$ cat src/rtl/cam_pkg.sv
package cam_pkg;
  typedef enum logic [2:0] {
    OP_NOP      = 3'd0,
    OP_CHECK    = 3'd1,
    OP_DELETE   = 3'd2,
    OP_SET_MASK = 3'd3,
    OP_INSERT   = 3'd4,
    OP_INIT     = 3'd5
  } cam_op_e;
endpackage

$ cat src/rtl/cam_io_regs.sv
module cam_io_regs #(
  parameter int IO_W   = 16,
  parameter int NUM_IO = 4,
  localparam int SEL_W = $clog2(NUM_IO),
  localparam int KEY_W = IO_W * NUM_IO
) (
  input  logic             clk_i,
  input  logic             rst_ni,
  input  logic             we_i,
  input  logic [SEL_W-1:0] sel_i,
  input  logic [IO_W-1:0]  wdata_i,
  input  logic             busy_i,
  input  logic             wb_i,
  input  logic [KEY_W-1:0] wb_data_i,
  output logic [KEY_W-1:0] key_o
);
  for (genvar g = 0; g < NUM_IO; g++) begin : g_reg
    logic [IO_W-1:0] r_q;
    always_ff @(posedge clk_i or negedge rst_ni) begin
      if (!rst_ni) r_q <= '0;
      else if (wb_i) r_q <= wb_data_i[g*IO_W +: IO_W];
      else if (we_i && !busy_i && sel_i == SEL_W'(g)) r_q <= wdata_i;
    end
    assign key_o[g*IO_W +: IO_W] = r_q;
  end

  a_r4_io_hold: assert property (@(posedge clk_i) disable iff (!rst_ni)
    busy_i && !wb_i |=> $stable(key_o));
endmodule

$ cat src/rtl/cam_table.sv
module cam_table #(
  parameter int DEPTH = 16,
  parameter int KEY_W = 64,
  localparam int IW = $clog2(DEPTH)
) (
  input  logic             clk_i,
  input  logic             rst_ni,
  input  logic [KEY_W-1:0] key_i,
  input  logic [KEY_W-1:0] mask_i,
  input  logic             ins_i,
  input  logic             del_i,
  output logic             hit_o,
  output logic [KEY_W-1:0] hit_data_o,
  output logic             any_valid_o
);
  logic [DEPTH-1:0] valid_q;
  logic [DEPTH-1:0] match;
  logic [KEY_W-1:0] slot_data [DEPTH];
  logic [IW-1:0]    hit_idx, free_idx;
  logic             full;

  for (genvar g = 0; g < DEPTH; g++) begin : g_slot
    logic             v_q;
    logic [KEY_W-1:0] d_q;
    always_ff @(posedge clk_i or negedge rst_ni) begin
      if (!rst_ni) begin
        v_q <= 1'b0;
        d_q <= '0;
      end else if (ins_i && !full && free_idx == IW'(g)) begin
        v_q <= 1'b1;
        d_q <= key_i;
      end else if (del_i && hit_o && hit_idx == IW'(g)) begin
        v_q <= 1'b0;
      end
    end
    assign valid_q[g]   = v_q;
    assign slot_data[g] = d_q;
    // mask bit 1 = don't care
    assign match[g] = v_q && (((d_q ^ key_i) & ~mask_i) == '0);
  end

  always_comb begin
    hit_o   = 1'b0;
    hit_idx = '0;
    for (int i = 0; i < DEPTH; i++) begin
      if (!hit_o && match[i]) begin
        hit_o   = 1'b1;
        hit_idx = IW'(i);
      end
    end
  end

  always_comb begin
    full     = 1'b1;
    free_idx = '0;
    for (int i = 0; i < DEPTH; i++) begin
      if (full && !valid_q[i]) begin
        full     = 1'b0;
        free_idx = IW'(i);
      end
    end
  end

  assign hit_data_o  = slot_data[hit_idx];
  assign any_valid_o = |valid_q;

  a_r9_insert_grows: assert property (@(posedge clk_i) disable iff (!rst_ni)
    ins_i && !(&valid_q) |=> $countones(valid_q) == $past($countones(valid_q)) + 1);
  a_r9_insert_full: assert property (@(posedge clk_i) disable iff (!rst_ni)
    ins_i && (&valid_q) |=> $stable(valid_q));
  a_r10_delete_shrinks: assert property (@(posedge clk_i) disable iff (!rst_ni)
    del_i && hit_o |=> $countones(valid_q) == $past($countones(valid_q)) - 1);
endmodule

$ cat src/rtl/cam_ctrl.sv
module cam_ctrl
  import cam_pkg::*;
#(
  parameter int LAT = 8,
  localparam int CW = $clog2(LAT + 1)
) (
  input  logic       clk_i,
  input  logic       rst_ni,
  input  logic       cmd_we_i,
  input  logic [2:0] cmd_op_i,
  input  logic       hit_i,
  input  logic       any_valid_i,
  input  logic       check_irq_en_i,
  output logic       busy_o,
  output logic       wb_o,
  output logic       ins_o,
  output logic       del_o,
  output logic       mask_we_o,
  output logic       match_ok_o,
  output logic       tbl_init_o,
  output logic       irq_o
);
  logic [CW-1:0] cnt_q;
  cam_op_e       op_q;
  logic          legal, accept, done;

  assign legal  = (cmd_op_i >= OP_CHECK) && (cmd_op_i <= OP_INIT);
  assign busy_o = cnt_q != '0;
  assign accept = cmd_we_i && !busy_o && legal;
  assign done   = cnt_q == CW'(1);

  always_ff @(posedge clk_i or negedge rst_ni) begin
    if (!rst_ni) begin
      cnt_q <= '0;
      op_q  <= OP_NOP;
    end else if (accept) begin
      cnt_q <= CW'(LAT);
      op_q  <= cam_op_e'(cmd_op_i);
    end else if (busy_o) begin
      cnt_q <= cnt_q - CW'(1);
    end
  end

  // commit strobes, all on the last busy cycle
  assign wb_o      = done && op_q == OP_CHECK && tbl_init_o && hit_i;
  assign del_o     = done && op_q == OP_DELETE && tbl_init_o;
  assign ins_o     = done && op_q == OP_INSERT;
  assign mask_we_o = done && op_q == OP_SET_MASK;

  always_ff @(posedge clk_i or negedge rst_ni) begin
    if (!rst_ni) begin
      match_ok_o <= 1'b0;
      tbl_init_o <= 1'b1;
      irq_o      <= 1'b0;
    end else begin
      irq_o <= done && op_q == OP_CHECK && check_irq_en_i;
      if (done && op_q == OP_CHECK) match_ok_o <= tbl_init_o && hit_i;
      if (mask_we_o && any_valid_i) tbl_init_o <= 1'b0;
      else if (done && op_q == OP_INIT) tbl_init_o <= 1'b1;
    end
  end

  a_r3_busy_ends: assert property (@(posedge clk_i) disable iff (!rst_ni)
    done |=> !busy_o);
  a_r7_flag_hold: assert property (@(posedge clk_i) disable iff (!rst_ni)
    !done |=> $stable(match_ok_o));
  a_r8_irq_source: assert property (@(posedge clk_i) disable iff (!rst_ni)
    irq_o |-> !busy_o && $past(op_q == OP_CHECK));
  a_r11_init_drop: assert property (@(posedge clk_i) disable iff (!rst_ni)
    $fell(tbl_init_o) |-> $past(op_q == OP_SET_MASK));
endmodule

$ cat src/rtl/cam_lookup_engine.sv
module cam_lookup_engine #(
  parameter int DEPTH  = 16,
  parameter int LAT    = 8,
  parameter int IO_W   = 16,
  parameter int NUM_IO = 4,
  localparam int SEL_W = $clog2(NUM_IO),
  localparam int KEY_W = IO_W * NUM_IO
) (
  input  logic             clk_i,
  input  logic             rst_ni,
  input  logic             io_we_i,
  input  logic [SEL_W-1:0] io_sel_i,
  input  logic [IO_W-1:0]  io_wdata_i,
  input  logic             cmd_we_i,
  input  logic [2:0]       cmd_op_i,
  input  logic             check_irq_en_i,
  output logic [KEY_W-1:0] io_rd_o,
  output logic             busy_o,
  output logic             match_ok_o,
  output logic             tbl_init_o,
  output logic             irq_o
);
  logic [KEY_W-1:0] mask_q, hit_data;
  logic             hit, any_valid, wb, ins, del, mask_we;

  always_ff @(posedge clk_i or negedge rst_ni) begin
    if (!rst_ni) mask_q <= '0;
    else if (mask_we) mask_q <= io_rd_o;
  end

  cam_io_regs #(.IO_W(IO_W), .NUM_IO(NUM_IO)) u_io (
    .clk_i, .rst_ni,
    .we_i(io_we_i), .sel_i(io_sel_i), .wdata_i(io_wdata_i),
    .busy_i(busy_o), .wb_i(wb), .wb_data_i(hit_data),
    .key_o(io_rd_o)
  );

  cam_table #(.DEPTH(DEPTH), .KEY_W(KEY_W)) u_tbl (
    .clk_i, .rst_ni,
    .key_i(io_rd_o), .mask_i(mask_q),
    .ins_i(ins), .del_i(del),
    .hit_o(hit), .hit_data_o(hit_data), .any_valid_o(any_valid)
  );

  cam_ctrl #(.LAT(LAT)) u_ctrl (
    .clk_i, .rst_ni,
    .cmd_we_i, .cmd_op_i,
    .hit_i(hit), .any_valid_i(any_valid), .check_irq_en_i,
    .busy_o, .wb_o(wb), .ins_o(ins), .del_o(del), .mask_we_o(mask_we),
    .match_ok_o, .tbl_init_o, .irq_o
  );

  a_r5_mask_load: assert property (@(posedge clk_i) disable iff (!rst_ni)
    !mask_we |=> $stable(mask_q));
endmodule

$ cat config.mk
export PLATFORM = sky130hd
export DESIGN_NAME = cam_lookup_engine
export DESIGN_NICKNAME = d
export VERILOG_FILES = /design/src/rtl/cam_pkg.sv /design/src/rtl/cam_io_regs.sv /design/src/rtl/cam_table.sv /design/src/rtl/cam_ctrl.sv /design/src/rtl/cam_lookup_engine.sv
export SDC_FILE = /design/constraint.sdc
export NUM_CORES = 2
export LEC_CHECK = 0
export ABC_CLOCK_PERIOD_IN_PS = 5840
export CORE_MARGIN = 4
export CORE_UTILIZATION = 60
export DETAILED_ROUTE_END_ITERATION = 10
export DONT_BUFFER_PORTS = 1
export PLACE_DENSITY = 0.82
export SLEW_MARGIN = 20
export SYNTH_ARGS = -nofsm -noshare
export SYNTH_HDL_FRONTEND = slang
export SYNTH_SLANG_ARGS = --single-unit
$ cat constraint.sdc
create_clock -name clk_i -period 5.84 [get_ports clk_i]
set_input_delay 1.168 -clock clk_i [delete_from_list [all_inputs] [get_ports clk_i]]
set_output_delay 1.168 -clock clk_i [all_outputs]
set_load 0.02 [all_outputs]
==> impl_results.md, run 1 <==
- Status: aborted with a tool error
- Failing step: global routing
- Tool error: [ERROR GRT-0116] Global routing finished with congestion. Check the congestion regions in the DRC Viewer.
- Synthesized Nets: 6675
- Die Y-Extent: 355.8 µm
- Post-synth top flop: dfrtp_1
- Post-Synthesis Mean Instance Area: 10.92 µm²
- Post-synthesis cell type count: 60
- Die X: 355.8 µm
- Cell row count: 127
- Post-synth EDFFs: 0
- Pin count of the biggest net entering global routing: 184
- Post-CTS Resized: 0
- GRT overflow: 19
- Synthesized flop and latch total: 1178
- Clock sink count: 1178
- Async SR Flop Fraction: 100.0%
- Initial Utilization: 60.51%
- Dpl hpwl: 352.1 mm
- Hold-fix buffers at CTS: 0
- Vias in the first global route: 74160
- Mapped Cells: 6647
- First-pass GRT wire length: 665.9 mm
- Clk root buf: clkbuf_16
- Final RePlAce weighted congestion: 1.407
- Io pins: 94
- Number of buffers added for setup after CTS: 0
- GRT Total Usage: 77.05%
- Synthesized cell area: 72590 µm²
- Longest Clk Path Bufs: 3
- Num CTS Buffers: 130
- Placed Area: 78630 µm²
- H-tree depth: 4
- Sequential area share after synthesis: 40.61%
- Yosys warns: 0
- PortBufs: 0
## kinds of logic after synthesis
group / after synthesis / synth area share, %
and+or+nand+nor: 720 / 5.138
xor gates and xnor gates: 1024 / 12.37
muxes: 1767 / 26.28
adders and majority gates: 2 / 0.03447
DFF: 1178 / 40.61
AOI/OAI and AO/OA: 1246 / 10.85
buffers and inverters: 710 / 4.724
## routing by layer
layer / track usage (%) / overflow
met2: 89.73 / 9
met3: 64.14 / 0
met1: 80.12 / 0
met4: 72.39 / 10
met5: 35.58 / 0
## through the flow
stage                     cells  setup slack, ns
after global placement     8358           0.5712
after detailed placement   8358           0.5793
after CTS                  8598           0.4777
after floorplan            6647            2.122
## Yosys cell counts (4+ instances only)
cell type / number / area, µm²
or4_1: 6 / 45.04
o21ai_0: 80 / 400.4
buf_4: 63 / 473.0
nor3_1: 115 / 575.6
o2111ai_1: 9 / 78.83
xnor2_1: 1023 / 8960
o211ai_1: 6 / 45.04
nand3_1: 40 / 200.2
mux2i_1: 659 / 6596
nand4_1: 38 / 237.7
and2_1: 6 / 37.54
nor2b_1: 10 / 62.56
nor2_1: 185 / 694.4
buf_6: 34 / 382.9
mux2_2: 1108 / 12480
buf_1: 51 / 191.4
a21oi_1: 13 / 65.06
inv_1: 17 / 63.81
and3_1: 4 / 25.02
clkbuf_1: 327 / 1227
a22oi_1: 95 / 713.2
o21ai_1: 15 / 75.07
or3_1: 6 / 37.54
nand2_1: 61 / 229.0
a31oi_1: 12 / 75.07
nand2b_1: 4 / 25.02
buf_2: 218 / 1091
nor4_1: 230 / 1439
dfrtp_1: 1177 / 29450
o22ai_1: 985 / 6162
==> run 2: changes to the inputs <==
Settings changed: CORE_UTILIZATION 60 to 40, PLACE_DENSITY 0.82 to not set, PLACE_DENSITY_LB_ADDON set to 0.15.
==> impl_results.md, run 2 <==
- Clk root buf: clkbuf_16
- Period utilization: 105.9%
- Layout cells sized above 1: 34.96%
- Num CTS Buffers: 139
- Post-Synthesis Mean Instance Area: 10.92 µm²
- CP Class: reg -> reg
- FF-to-FF Start: u_io.g_reg[0].r_q[6]
- Synthesized Nets: 6675
- Hold Fails Final Rpt: 0
- Post-synth top area share: 40.57%
- Top reg by flops: u_tbl.g_slot.d_q
- Core Region: 180500 µm²
- Slew Limit Headroom: 2.337%
- Min-Delay Path Class: in -> async
- Commonest cells after routing, fill and taps aside: mux2_2 (1108), dfrtp_1 (1095), xnor2_1 (1003)
- Power Density: 593.2 nW/µm²
- H-tree depth: 4
- Clk_skew: 0.04283 ns
- Top flop regs: u_tbl.g_slot.d_q: 1024 flops, mask_q: 64 flops, u_io.g.r_q: 64 flops
- Final core utilization: 48.08%
- Slew Viols, Final: 0
- Post-synthesis cell type count: 60
- Worst EP arrival: 6.84 ns
- Initial antenna violation count: 87
- Least-Margin Pin Slew: 1.452 ns
- Via Count: 70550
- P_leak: 35.22 nW
- Simple-Gate Fraction of Synth Area: 5.138%
- Vias in the first global route: 63530
- Worst VDD drop: 0.0003752 V
- Cell row count: 156
- Post-synth top flop: dfrtp_1
- Finished Cell Area: 86800 µm²
- CP Cell Sequence: xnor2_1 -> o22ai_1 -> nor4_1 -> nand3_1 -> nor3_1 -> nor4_1 -> and3_1 -> a21boi_1 -> buf_4 -> and2_4 -> buf_12 -> buf_4 -> o21ai_1 -> nor3_1 -> a21oi_1
- # Max-Cap Violations: 1
- Die area: 188400 µm²
- Hold slack final: 0.05025 ns
- Crit path max-delay cell type: nor4_1
- DRT Pass-1 Iters: 9
- WL final: 538.4 mm
- Status: finished with violations
- Overall Power: 0.05149 W
- Adder-cell share of the synthesized area: 0.03447%
- PortBufs: 0
- Clk_lat worst skew: 0.85 ns
- Achievable Freq: 0.1617 GHz
- Flop2flop setup slack: -0.34 ns
- Compound-cell area share of the yosys netlist: 10.85%
- Sequential area share after synthesis: 40.61%
- Async SR Flop Fraction: 100.0%
- First-pass GRT wire length: 677.3 mm
- Most common cell in the synthesized netlist: dfrtp_1
- Pin count of the biggest net entering global routing: 159
- Setup crit end kind: flop
- Synthesized flop and latch total: 1178
- Slowest Stage Delay on Critical Path: 1.15 ns
- Vias/cell: 7.247
- Worst reg2reg path endpoint: u_io.g_reg[3].r_q[8]
- Largest register FFs: 1024
- Io pins: 94
- Yosys top cell by area: dfrtp_1
- Multiplexer share of the synthesized area: 26.28%
- Final worst slack: -0.3435 ns
- Final RePlAce weighted congestion: 1.205
- Top post-synthesis cells by count: dfrtp_1 (1177), mux2_2 (1108), xnor2_1 (1023)
- Critical Path RT: 6.50 ns
- Initial Utilization: 40.21%
- Post-Synth XOR/XNOR Area: 12.37%
- Placed Area: 81880 µm²
- Yosys warns: 0
- Tmin final: 6.183 ns
- Setup violators final: 41
- R2R cell count: 15
- Post-place setup slack: 0.1039 ns
- Nets@finish: 7152
- Number of remaining DRC errors: 0
- Worst-path fanout max: 27
- Synthesis-to-layout area growth: 19.58%
- Worst-path clk slew: 0.06 ns
- Number of buffers added for setup after CTS: 0
- TritonCTS clock tree: built
- Commonest non-fill, non-tap cell in the layout: mux2_2
- Synthesized cell area: 72590 µm²
- GRT Total Usage: 55.55%
- RSZ-0062 raised after global routing: no
- GRT overflow: 0
- Longest Clk Path Bufs: 3
- Mapped Cells: 6647
- Failing checks: capacitance limit, setup timing
- Dpl hpwl: 427.6 mm
- 1st-iter DRT viols: 12480
- Die X: 434 µm
- Clock sink count: 1178
- Ranking of synthesized cells by area: dfrtp_1 (41%), mux2_2 (17%), xnor2_1 (12%)
- Drt wl/cell: 55.30 µm
- Fillers: 16560
- CP startpoint kind: flop
- Post-synth EDFFs: 0
- Combinational family with the most area after synthesis: multiplexers
- Die Y-Extent: 434 µm
- Final ANT Viol Nets: 0
[run 2: layer usage]
metal	track usage (%)	vias up	wire, µm
li1	-	25730	-
met1	67.30	36300	199200
met2	71.90	6703	203400
met3	26.99	1772	75670
met4	48.68	42	59310
met5	1.900	-	798
[run 2: power breakdown]
part           switching, W  internal (W)
Clock               0.00386       0.00508
Sequential          0.00361       0.00892
Combinational        0.0216       0.00842
Total                0.0291        0.0224
[run 2: critical path, delay by kind of cell, from the launching register on]
| kind | cells | cell delay (ns) |
|---|---|---|
| buf+inv | 3 | 0.66 |
| compound gates | 4 | 0.77 |
| flops | 1 | 0.63 |
| simple gates | 7 | 3.14 |
| xor+xnor | 1 | 0.77 |
[run 2: cells by family (layout without fill, tap and decap cells)]
kind of cell	Yosys count	count (layout)
AO/OA/AOI/OAI	1246	1246
XOR/XNOR	1024	1024
adder cells (fa/ha/maj)	2	2
buffers and inverters	710	1294
flip-flops	1178	1178
multiplexers	1767	1767
other	0	134
AND/OR/NAND/NOR	720	720
[run 2: worst max-delay path by stage]
stage / endpoint / startpoint
finish: u_io.g_reg[3].r_q[8] / u_io.g_reg[0].r_q[6]
global route: u_io.g_reg[3].r_q[8] / u_io.g_reg[3].r_q[4]
CTS: u_io.g_reg[0].r_q[2] / u_io.g_reg[1].r_q[7]
detailed placement: u_io.g_reg[0].r_q[2] / u_io.g_reg[1].r_q[7]
global placement: u_io.g_reg[2].r_q[4] / u_io.g_reg[3].r_q[2]
floorplan: u_io.g_reg[0].r_q[10] / u_io.g_reg[1].r_q[8]
[run 2: per-stage QoR]
| stage | instances | setup TNS (ns) |
|---|---|---|
| 5_1_grt | 9640 | 0 |
| 4_1_cts | 9600 | 0 |
| 3_3_place_gp | 9350 | 0 |
| 3_5_place_dp | 9351 | 0 |
| 6_report | 9735 | -4.022 |
| 2_1_floorplan | 6647 | 0 |
[run 2: repair_timing]
action | CTS | global route
gates resized for setup | 0 | 3
hold buffers | 1 | 0
endpoints found under the hold margin | 9 | 0
endpoints found under the setup margin | 0 | 4
[run 2: layout make-up]
cell class / count / area [µm²] / share of cell area [%]
diodes: 134 / 335.3 / 0.3863
clock buffers: 199 / 3975 / 4.579
clock inverters: 49 / 565.5 / 0.6515
multi-input cells: 4759 / 40340 / 46.48
inverters: 17 / 63.81 / 0.07351
well taps: 2370 / 2965 / 3.416
flip-flops and latches: 1178 / 29580 / 34.08
repair buffers: 1029 / 8971 / 10.33
Power figures use the tool's default switching activity.
